File: src/rtl/bcr_pkg.sv
package bcr_pkg;

  localparam int DIV_CNT_W = 3;

  typedef enum logic [1:0] {
    SEL_DIV  = 2'd0,
    SEL_EXT  = 2'd1,
    SEL_GATE = 2'd2,
    SEL_NONE = 2'd3
  } reg_sel_e;

  typedef struct packed {
    logic [DIV_CNT_W-1:0] hs_last;  // period minus one, in core cycles
    logic                 pb_half;  // peripheral runs at half the high-speed rate
  } ratio_cfg_t;

  function automatic ratio_cfg_t decode_ratio(input logic [2:0] div, input logic dbl);
    ratio_cfg_t c;
    c.pb_half = div[0];
    unique case (div[2:1])
      2'd0:    c.hs_last = DIV_CNT_W'(0);
      2'd1:    c.hs_last = DIV_CNT_W'(1);
      2'd2:    c.hs_last = dbl ? DIV_CNT_W'(7) : DIV_CNT_W'(3);
      default: c.hs_last = DIV_CNT_W'(2);
    endcase
    return c;
  endfunction

endpackage

File: src/rtl/bcr_regs.sv
module bcr_regs
  import bcr_pkg::*;
#(
  parameter int DATA_W      = 32,
  parameter int DIV_W       = 3,
  parameter int EXT_BIT     = 9,
  parameter int GATE_LSB    = 4,
  parameter int GATE_MSB    = 18
) (
  input  logic                     clk,
  input  logic                     rst_n,
  input  logic                     wr_en,
  input  logic [1:0]               wr_sel,
  input  logic [DATA_W-1:0]        wr_data,
  input  logic [1:0]               rd_sel,
  output logic [DATA_W-1:0]        rd_data,
  output logic [DIV_W-1:0]         div_q,
  output logic                     ext_q,
  output logic [GATE_MSB:GATE_LSB] gate_q
);

  reg_sel_e wsel, rsel;
  assign wsel = reg_sel_e'(wr_sel);
  assign rsel = reg_sel_e'(rd_sel);

  logic unused_wr;
  assign unused_wr = ^wr_data;

  always_ff @(posedge clk or negedge rst_n) begin
    if (!rst_n) begin
      div_q  <= '0;
      ext_q  <= 1'b0;
      gate_q <= '1;
    end else if (wr_en) begin
      case (wsel)
        SEL_DIV:  div_q  <= wr_data[DIV_W-1:0];
        SEL_EXT:  ext_q  <= wr_data[EXT_BIT];
        SEL_GATE: gate_q <= wr_data[GATE_MSB:GATE_LSB];
        default:  ;
      endcase
    end
  end

  always_comb begin
    rd_data = '0;
    case (rsel)
      SEL_DIV:  rd_data[DIV_W-1:0]         = div_q;
      SEL_EXT:  rd_data[EXT_BIT]           = ext_q;
      SEL_GATE: rd_data[GATE_MSB:GATE_LSB] = gate_q;
      default:  rd_data = '0;
    endcase
  end

  AST_WR_DIV_HOLDS: assert property (@(posedge clk) disable iff (!rst_n)
    (wr_en && wsel == SEL_DIV) |=> (div_q == $past(wr_data[DIV_W-1:0])));

  AST_WR_GATE_HOLDS: assert property (@(posedge clk) disable iff (!rst_n)
    (wr_en && wsel == SEL_GATE) |=> (gate_q == $past(wr_data[GATE_MSB:GATE_LSB])));

endmodule

File: src/rtl/bcr_ratio_ctrl.sv
module bcr_ratio_ctrl
  import bcr_pkg::*;
#(
  parameter int CNT_W = DIV_CNT_W
) (
  input  logic       clk,
  input  logic       rst_n,
  input  logic [2:0] div_cfg,
  input  logic       dbl_cfg,
  output logic       hs_en,
  output logic       pb_en
);

  ratio_cfg_t       act_q, pend;
  logic [CNT_W-1:0] hs_cnt;
  logic             pb_cnt;
  logic             hs_wrap, pb_wrap, wrap;

  assign pend    = decode_ratio(div_cfg, dbl_cfg);
  assign hs_wrap = (hs_cnt == act_q.hs_last);
  assign pb_wrap = !act_q.pb_half || pb_cnt;
  assign wrap    = hs_wrap && pb_wrap;

  always_ff @(posedge clk or negedge rst_n) begin
    if (!rst_n) begin
      act_q  <= '0;
      hs_cnt <= '0;
      pb_cnt <= 1'b0;
    end else if (wrap) begin
      act_q  <= pend;
      hs_cnt <= '0;
      pb_cnt <= 1'b0;
    end else if (hs_wrap) begin
      hs_cnt <= '0;
      pb_cnt <= ~pb_cnt;
    end else begin
      hs_cnt <= hs_cnt + 1'b1;
    end
  end

  assign hs_en = hs_wrap;
  assign pb_en = wrap;

  AST_CFG_ONLY_AT_WRAP: assert property (@(posedge clk) disable iff (!rst_n)
    !$stable(act_q) |-> $past(wrap));

  AST_LOAD_PENDING: assert property (@(posedge clk) disable iff (!rst_n)
    wrap |=> (act_q == $past(pend) && hs_cnt == '0));

  AST_HS_SINGLE_PULSE: assert property (@(posedge clk) disable iff (!rst_n)
    (hs_en && !wrap && act_q.hs_last != '0) |=> !hs_en);

endmodule

File: src/rtl/bcr_gate.sv
module bcr_gate #(
  parameter int N = 4
) (
  input  logic         en,
  input  logic [N-1:0] mask,
  output logic [N-1:0] unit_en
);

  for (genvar i = 0; i < N; i++) begin : g_unit
    assign unit_en[i] = en & mask[i];
  end

endmodule

File: src/rtl/bus_clk_ratio_gen.sv
module bus_clk_ratio_gen
  import bcr_pkg::*;
#(
  parameter int DATA_W      = 32,
  parameter int HS_GATES    = 4,
  parameter int PB_GATES    = 11,
  parameter int HS_GATE_LSB = 4,
  parameter int EXT_BIT     = 9
) (
  input  logic                clk,
  input  logic                rst_n,
  input  logic                wr_en,
  input  logic [1:0]          wr_sel,
  input  logic [DATA_W-1:0]   wr_data,
  input  logic [1:0]          rd_sel,
  output logic [DATA_W-1:0]   rd_data,
  output logic                hs_en,
  output logic                pb_en,
  output logic [HS_GATES-1:0] hs_unit_en,
  output logic [PB_GATES-1:0] pb_unit_en
);

  localparam int PB_GATE_LSB = HS_GATE_LSB + HS_GATES;
  localparam int GATE_MSB    = PB_GATE_LSB + PB_GATES - 1;
  localparam int DIV_W       = 3;

  logic [DIV_W-1:0]           div_q;
  logic                       ext_q;
  logic [GATE_MSB:HS_GATE_LSB] gate_q;

  bcr_regs #(
    .DATA_W  (DATA_W),
    .DIV_W   (DIV_W),
    .EXT_BIT (EXT_BIT),
    .GATE_LSB(HS_GATE_LSB),
    .GATE_MSB(GATE_MSB)
  ) u_regs (
    .clk    (clk),
    .rst_n  (rst_n),
    .wr_en  (wr_en),
    .wr_sel (wr_sel),
    .wr_data(wr_data),
    .rd_sel (rd_sel),
    .rd_data(rd_data),
    .div_q  (div_q),
    .ext_q  (ext_q),
    .gate_q (gate_q)
  );

  bcr_ratio_ctrl #(.CNT_W(DIV_CNT_W)) u_ratio (
    .clk    (clk),
    .rst_n  (rst_n),
    .div_cfg(div_q),
    .dbl_cfg(ext_q),
    .hs_en  (hs_en),
    .pb_en  (pb_en)
  );

  bcr_gate #(.N(HS_GATES)) u_hs_gate (
    .en     (hs_en),
    .mask   (gate_q[PB_GATE_LSB-1:HS_GATE_LSB]),
    .unit_en(hs_unit_en)
  );

  bcr_gate #(.N(PB_GATES)) u_pb_gate (
    .en     (pb_en),
    .mask   (gate_q[GATE_MSB:PB_GATE_LSB]),
    .unit_en(pb_unit_en)
  );

  AST_PB_WITHIN_HS: assert property (@(posedge clk) disable iff (!rst_n)
    pb_en |-> hs_en);

endmodule

File: config.mk
export PLATFORM = sky130hd
export DESIGN_NAME = bus_clk_ratio_gen
export DESIGN_NICKNAME = d
export VERILOG_FILES = /design/src/rtl/bcr_pkg.sv /design/src/rtl/bcr_regs.sv /design/src/rtl/bcr_ratio_ctrl.sv /design/src/rtl/bcr_gate.sv /design/src/rtl/bus_clk_ratio_gen.sv
export SDC_FILE = /design/constraint.sdc
export NUM_CORES = 1
export LEC_CHECK = 0
export ABC_AREA = 1
export ABC_CLOCK_PERIOD_IN_PS = 1300
export BUFFER_PORTS_ARGS = -buffer_cell sky130_fd_sc_hd__buf_2
export CAP_MARGIN = 20
export CORE_ASPECT_RATIO = 0.75
export CORE_UTILIZATION = 45
export CTS_CLUSTER_DIAMETER = 50
export DETAILED_ROUTE_END_ITERATION = 12
export GPL_TIMING_DRIVEN = 0
export PLACE_DENSITY = 0.8
export SETUP_SLACK_MARGIN = 0.05
export SLEW_MARGIN = 15
export SYNTH_ARGS = -nofsm -noshare
export SYNTH_HDL_FRONTEND = slang
export SYNTH_SLANG_ARGS = --single-unit
File: constraint.sdc
create_clock -name clk -period 1.3 [get_ports clk]
set_input_delay 0.065 -clock clk [delete_from_list [all_inputs] [get_ports clk]]
set_output_delay 0.065 -clock clk [all_outputs]
set_load 0.03 [all_outputs]
# After elaboration in Yosys (flattened, before gate mapping)
# Index checks and enable logic that the tools add are counted.
[classes] reduce_logical=10 muxes=10 n_addsub=1 eq_ne=7 n_bitwise=16
[ops] cell="$and 1x1->1" n=15
[ops] cell="$mux 3" n=4
[ops] cell="$mux 9" n=1
[ops] cell="$pmux 3 s3" n=1
[ops] cell="$eq 2x1->1 const B" n=3
[ops] cell="$eq 2x2->1 const B" n=3
[ops] cell="$logic_not 2->1" n=3
[ops] cell="$reduce_and 2->1" n=3
[ops] cell="$mux 5" n=1
[ops] cell="$add 3x1->3 const B" n=1
[ops] cell="$eq 3x3->1" n=1
[ops] cell="$mux 1" n=2
[ops] cell="$pmux 1 s2" n=1
[ops] cell="$reduce_bool 2->1" n=1
[ops] cell="$logic_and 1x1->1" n=1
[ops] cell="$logic_not 1->1" n=1
[ops] cell="$logic_or 1x1->1" n=1
[ops] cell="$not 1->1" n=1
[word_totals] wordCells=51 regBits=27

# Longest topological paths before layout
[logic_depth] word_depth=4 depth_mapped=7

# Cells and area by module
# Synthesis repeated with hierarchy kept, for this count alone.
[unflattened] cells_unflattened=241 area_unflattened_um2=1755.4
[modules_own_cells] mod="bcr_regs" area_per_inst_um2=1122.3 n_inst=1 cells_each=146
[modules_own_cells] mod="bcr_ratio_ctrl" area_per_inst_um2=509.2 n_inst=1 cells_each=64
[modules_own_cells] mod="bcr_gate at u_pb_gate" area_per_inst_um2=93.8 n_inst=1 cells_each=23
[modules_own_cells] mod="bcr_gate at u_hs_gate" area_per_inst_um2=30.0 n_inst=1 cells_each=8

# Worst setup path before layout
# No wires, ideal clock.
[synth_path] path_kind="register to output" from="register u_ratio.hs_cnt[2]" to="output hs_unit_en[0]" arrival_ps=1386 required_time_ps=1235 stages_incl_launch_ff=4 path_slack_ps=-151 cell_sequence="dfrtp_1 xnor2_2 nand3_1 nor2_1"
[synth_between] elab_chain_len=2
[synth_lines] element="start: declaration" line="bcr_ratio_ctrl.sv:15" source="logic [CNT_W-1:0] hs_cnt;"
[synth_lines] element="start signal: assignment" line="bcr_ratio_ctrl.sv:37" source="hs_cnt <= hs_cnt + 1'b1;"
[synth_lines] element="$eq 3x3->1" line="bcr_ratio_ctrl.sv:20" source="assign hs_wrap = (hs_cnt == act_q.hs_last);"
[synth_lines] element="$and 1x1->1" line="bcr_gate.sv:10" source="assign unit_en[i] = en & mask[i];"
[synth_lines] element="end: declaration" line="bus_clk_ratio_gen.sv:19" source="output logic [HS_GATES-1:0] hs_unit_en,"
# No other way between the ends.

# Worst setup path after layout
[layout_path] from="register u_ratio.hs_cnt[1]" to="output pb_unit_en[7]"
[layout_between] elab_chain_len=3
[layout_lines] element="$eq 3x3->1" line="bcr_ratio_ctrl.sv:20"
[layout_lines] element="$logic_and 1x1->1" line="bcr_ratio_ctrl.sv:22" source="assign wrap = hs_wrap && pb_wrap;"
[layout_lines] element="$and 1x1->1" line="bcr_gate.sv:10"
[layout_lines] element="end: declaration" line="bus_clk_ratio_gen.sv:20" source="output logic [PB_GATES-1:0] pb_unit_en"
# No other way between the ends.

==> results.yml <==
global_routing:
  grt_first_pass_wirelength_um: 6120
  grt.overflow.total: 0
  grt_max_degree: 28
  track_usage_pct: 21.3
  antenna_found_initial: 0
  grt_pass1_vias: 1350
timing:
  min_period_ns: 1.57
  hold_viol_final: 0
  fin_crit_sh_pct: 121
  rsz0062_at_grt: "yes"
  fin_tns_setup_ns: -4.69
  finalWorstSetupSlack_ns: -0.272
  slew_headroom_pct: 61.1
  finalSetupViolations: 24
  finalMaxSlewViolations: 0
  fmax_mhz: 636
  finalClockSkew_ns: 0.00387
  worstMarginPinSlew_ns: 0.583
pwr:
  irDropWorstVdd_v: 0.00106
  swShare_pct: 46.2
  cellLeakagePower_nw: 1.45
  total_power_mw: 4.95
  p_switching_mw: 2.29
  p_int_mw: 2.67
  pwr-share-clk_pct: 9.8
  power_frac_comb_pct: 63.7
  p_seq_share_pct: 26.5
  powerDensity_nw_per_um2: 2050
layout:
  nFillCells: 271
  syn2layout_area_growth_pct: 48.3
  stdcell_count: 345
  drive_gt1_share_pct: 44.6
  layout_common_cells: "47 x inv_1, 44 x nand2_1, 41 x buf_2"
  multi_input_area_um2: 779
  final_nets: 351
  antenna_cells: 0
  regArea_um2: 697
  stdcell_area_um2: 2410
  layout_commonest_cell: "inv_1"
floorplanning:
  dieArea_um2: 3860
  pin_count: 88
  die_x_um: 71.5
  coreArea_um2: 3380
  initial_core_util_pct: 48.2
  rows: 18
  die_h_um: 54.1
cts:
  cts_max_level: 1
  cts.sinks: 27
  cts_tree: "built"
  clk_path_buf_depth: 2
  clkTransAtPathRegs_ns: 0.09
  cts_buffers: 3
  clock_insertion_delay_worst_skew_ns: 0.28
  cts-root-buf: "clkbuf_8"
worst_setup_path:
  required_ns: 1.24
  r2r_end: "u_ratio.act_q[2]"
  endpoint_kind: "output pin"
  r2r_setup_slack_ns: -0.06
  r2r_cells: 8
  r2r-start: "u_ratio.hs_cnt[1]"
  crit_arrival_ns: 1.51
  start_kind: "flop"
  worstPathMaxFanout: 10
  criticalPathCategory: "flop to output pin"
placed_design:
  io_buffers: 59
  postPlaceCellArea_um2: 2120
  place_ws_ns: -0.233
  globalplace.congestion: 0.758
  hpwlAfterDp_um: 2710
  dpl.cell_count: 329
synth:
  synth_fa_ha_area_share_pct: 4.61
  yosys.area_share.simple_pct: 25.1
  yosys_warnings: 0
  synth_top_area_share_pct: 24.2
  synth_mux_area_share_pct: 0
  synth-xor-area-share_pct: 1.54
  yosysTopAreaCell: "dfstp_2"
  synth_seq_cells: 27
  yosysUniqueCellTypes: 22
  synth.area.top_cells: "dfstp_2 24%, dfrtp_1 18%, inv_1 11%, nand2_1 11%, buf_4 6.5%"
  avgSynthCellArea_um2: 7.50
  synth-compound-area-share_pct: 6.30
  netlist_area_um2: 1630
  syn_inst: 217
  synth_top_family_by_area: "simple AND/OR/NAND/NOR gates"
  ys_seq_area_share_pct: 42.7
route:
  firstDrtPassIters: 4
  drc: 0
  routedWlPerCell_um: 11.5
  initialDrtViolationCount: 60
  ant_nets: 0
  wl_um: 3960
  viasPerCell: 4.46
  num_vias: 1537
hold_path:
  hold_path_depth: 3
  worstHoldPathType: "input port to flop"
  hold_path_startpoint: "wr_data[14]"
  holdPathEnd: "u_regs.gate_q[14]"
job:
  cap_violations: 0
run_status:
  failed_checks: "negative setup slack"
  status: "complete, but fails checks"
-- layer usage --
layer,GRT usage (%),vias up,wire [um],part of all wire [%]
met4,7.84,0,57,1.4
met2,39.7,52,2060,52
li1,-,788,-,-
met1,25.3,691,1660,42
met3,3.75,6,174,4.4
met5,0,-,0,0
-- cells by family (layout without fill, tap and decap cells) --
kind of cell,Yosys count,count (layout)
buffers and inverters,69,144
AO/OA/AOI/OAI,20,20
XOR/XNOR,2,2
other,1,14
AND/OR/NAND/NOR,92,92
flip-flops,27,27
adder cells (fa/ha/maj),6,6
-- power by group through the flow --
stage	registers, mW	clock network, mW	logic (mW)
2_1_floorplan	1.28	0	1.86
3_3_place_gp	1.30	0	2.27
3_5_place_dp	1.32	0	2.33
4_1_cts	1.31	0.499	2.94
5_1_grt	1.34	0.539	3.38
6_report	1.31	0.485	3.16
-- stage by stage --
stage | util [%] | hold slack [ns]
2_1_floorplan | - | -0.231
3_3_place_gp | 62.9 | 0.0966
3_5_place_dp | 62.9 | 0.103
4_1_cts | 70.0 | 0.00269
5_1_grt | 71.5 | 0.00902
6_report | 71.5 | 0.00874
-- critical path, stage by stage (launching register included) --
cell and delay, ns:
dfrtp_1 0.44, inv_2 0.09, nand2_2 0.05, nand2_2 0.12
nand4_4 0.13, buf_12 0.19, nor2_4 0.09, buf_6 0.13
-- synthesized netlist by cell type --
| library cell | count |
|---|---|
| a21boi_0 | 1 |
| a21oi_1 | 15 |
| buf_4 | 14 |
| buf_6 | 1 |
| clkbuf_1 | 4 |
| conb_1 | 1 |
| dfrtp_1 | 12 |
| dfstp_2 | 15 |
| ha_1 | 6 |
| inv_1 | 49 |
| inv_2 | 1 |
| nand2_1 | 47 |
| nand3_1 | 4 |
| nand4_1 | 4 |
| nand4_4 | 1 |
| nor2_1 | 26 |
| nor2_2 | 8 |
| nor2_4 | 1 |
| o21ai_0 | 4 |
| or2_2 | 1 |
| xnor2_1 | 1 |
| xnor2_2 | 1 |
-- registers in the layout, indices dropped and copies added, names as in the netlist --
register and flops:
u_ratio.pb_cnt 1, u_regs.gate_q 15, u_regs.div_q 3, u_regs.ext_q 1, u_ratio.act_q 4, u_ratio.hs_cnt 3
-- how the worst max path moves through the flow --
stage,depth (start not counted),slack [ns],end,from
finish,7,-0.27,pb_unit_en[7],u_ratio.hs_cnt[1]
CTS,5,-0.27,pb_unit_en[8],u_ratio.hs_cnt[2]
global placement,5,-0.21,pb_unit_en[1],u_ratio.hs_cnt[2]
detailed placement,5,-0.23,pb_unit_en[7],u_ratio.act_q[3]
floorplan,4,-0.04,pb_unit_en[0],u_ratio.act_q[3]
global route,7,-0.36,pb_unit_en[2],u_ratio.hs_cnt[1]
-- final cells by class --
class                           count  area share, %
Multi-Input combinational cell    134           32.3
Clock buffer                        3           1.71
Timing Repair Buffer               71           20.9
Tap cell                           40           2.07
Sequential cell                    27           28.9
Inverter                           50           8.03
Clock inverter                      1          0.207
Buffer                             19           5.96
-- repair_timing --
item,in CTS,in global routing
hold buffers,1,0
resized for setup,45,8
gates cloned,0,0
buffers inserted,7,5
endpoints found under the setup margin,36,34
endpoints found under the hold margin,12,0
pin swaps,3,2
Note: power is estimated with default switching activity, not from simulation.
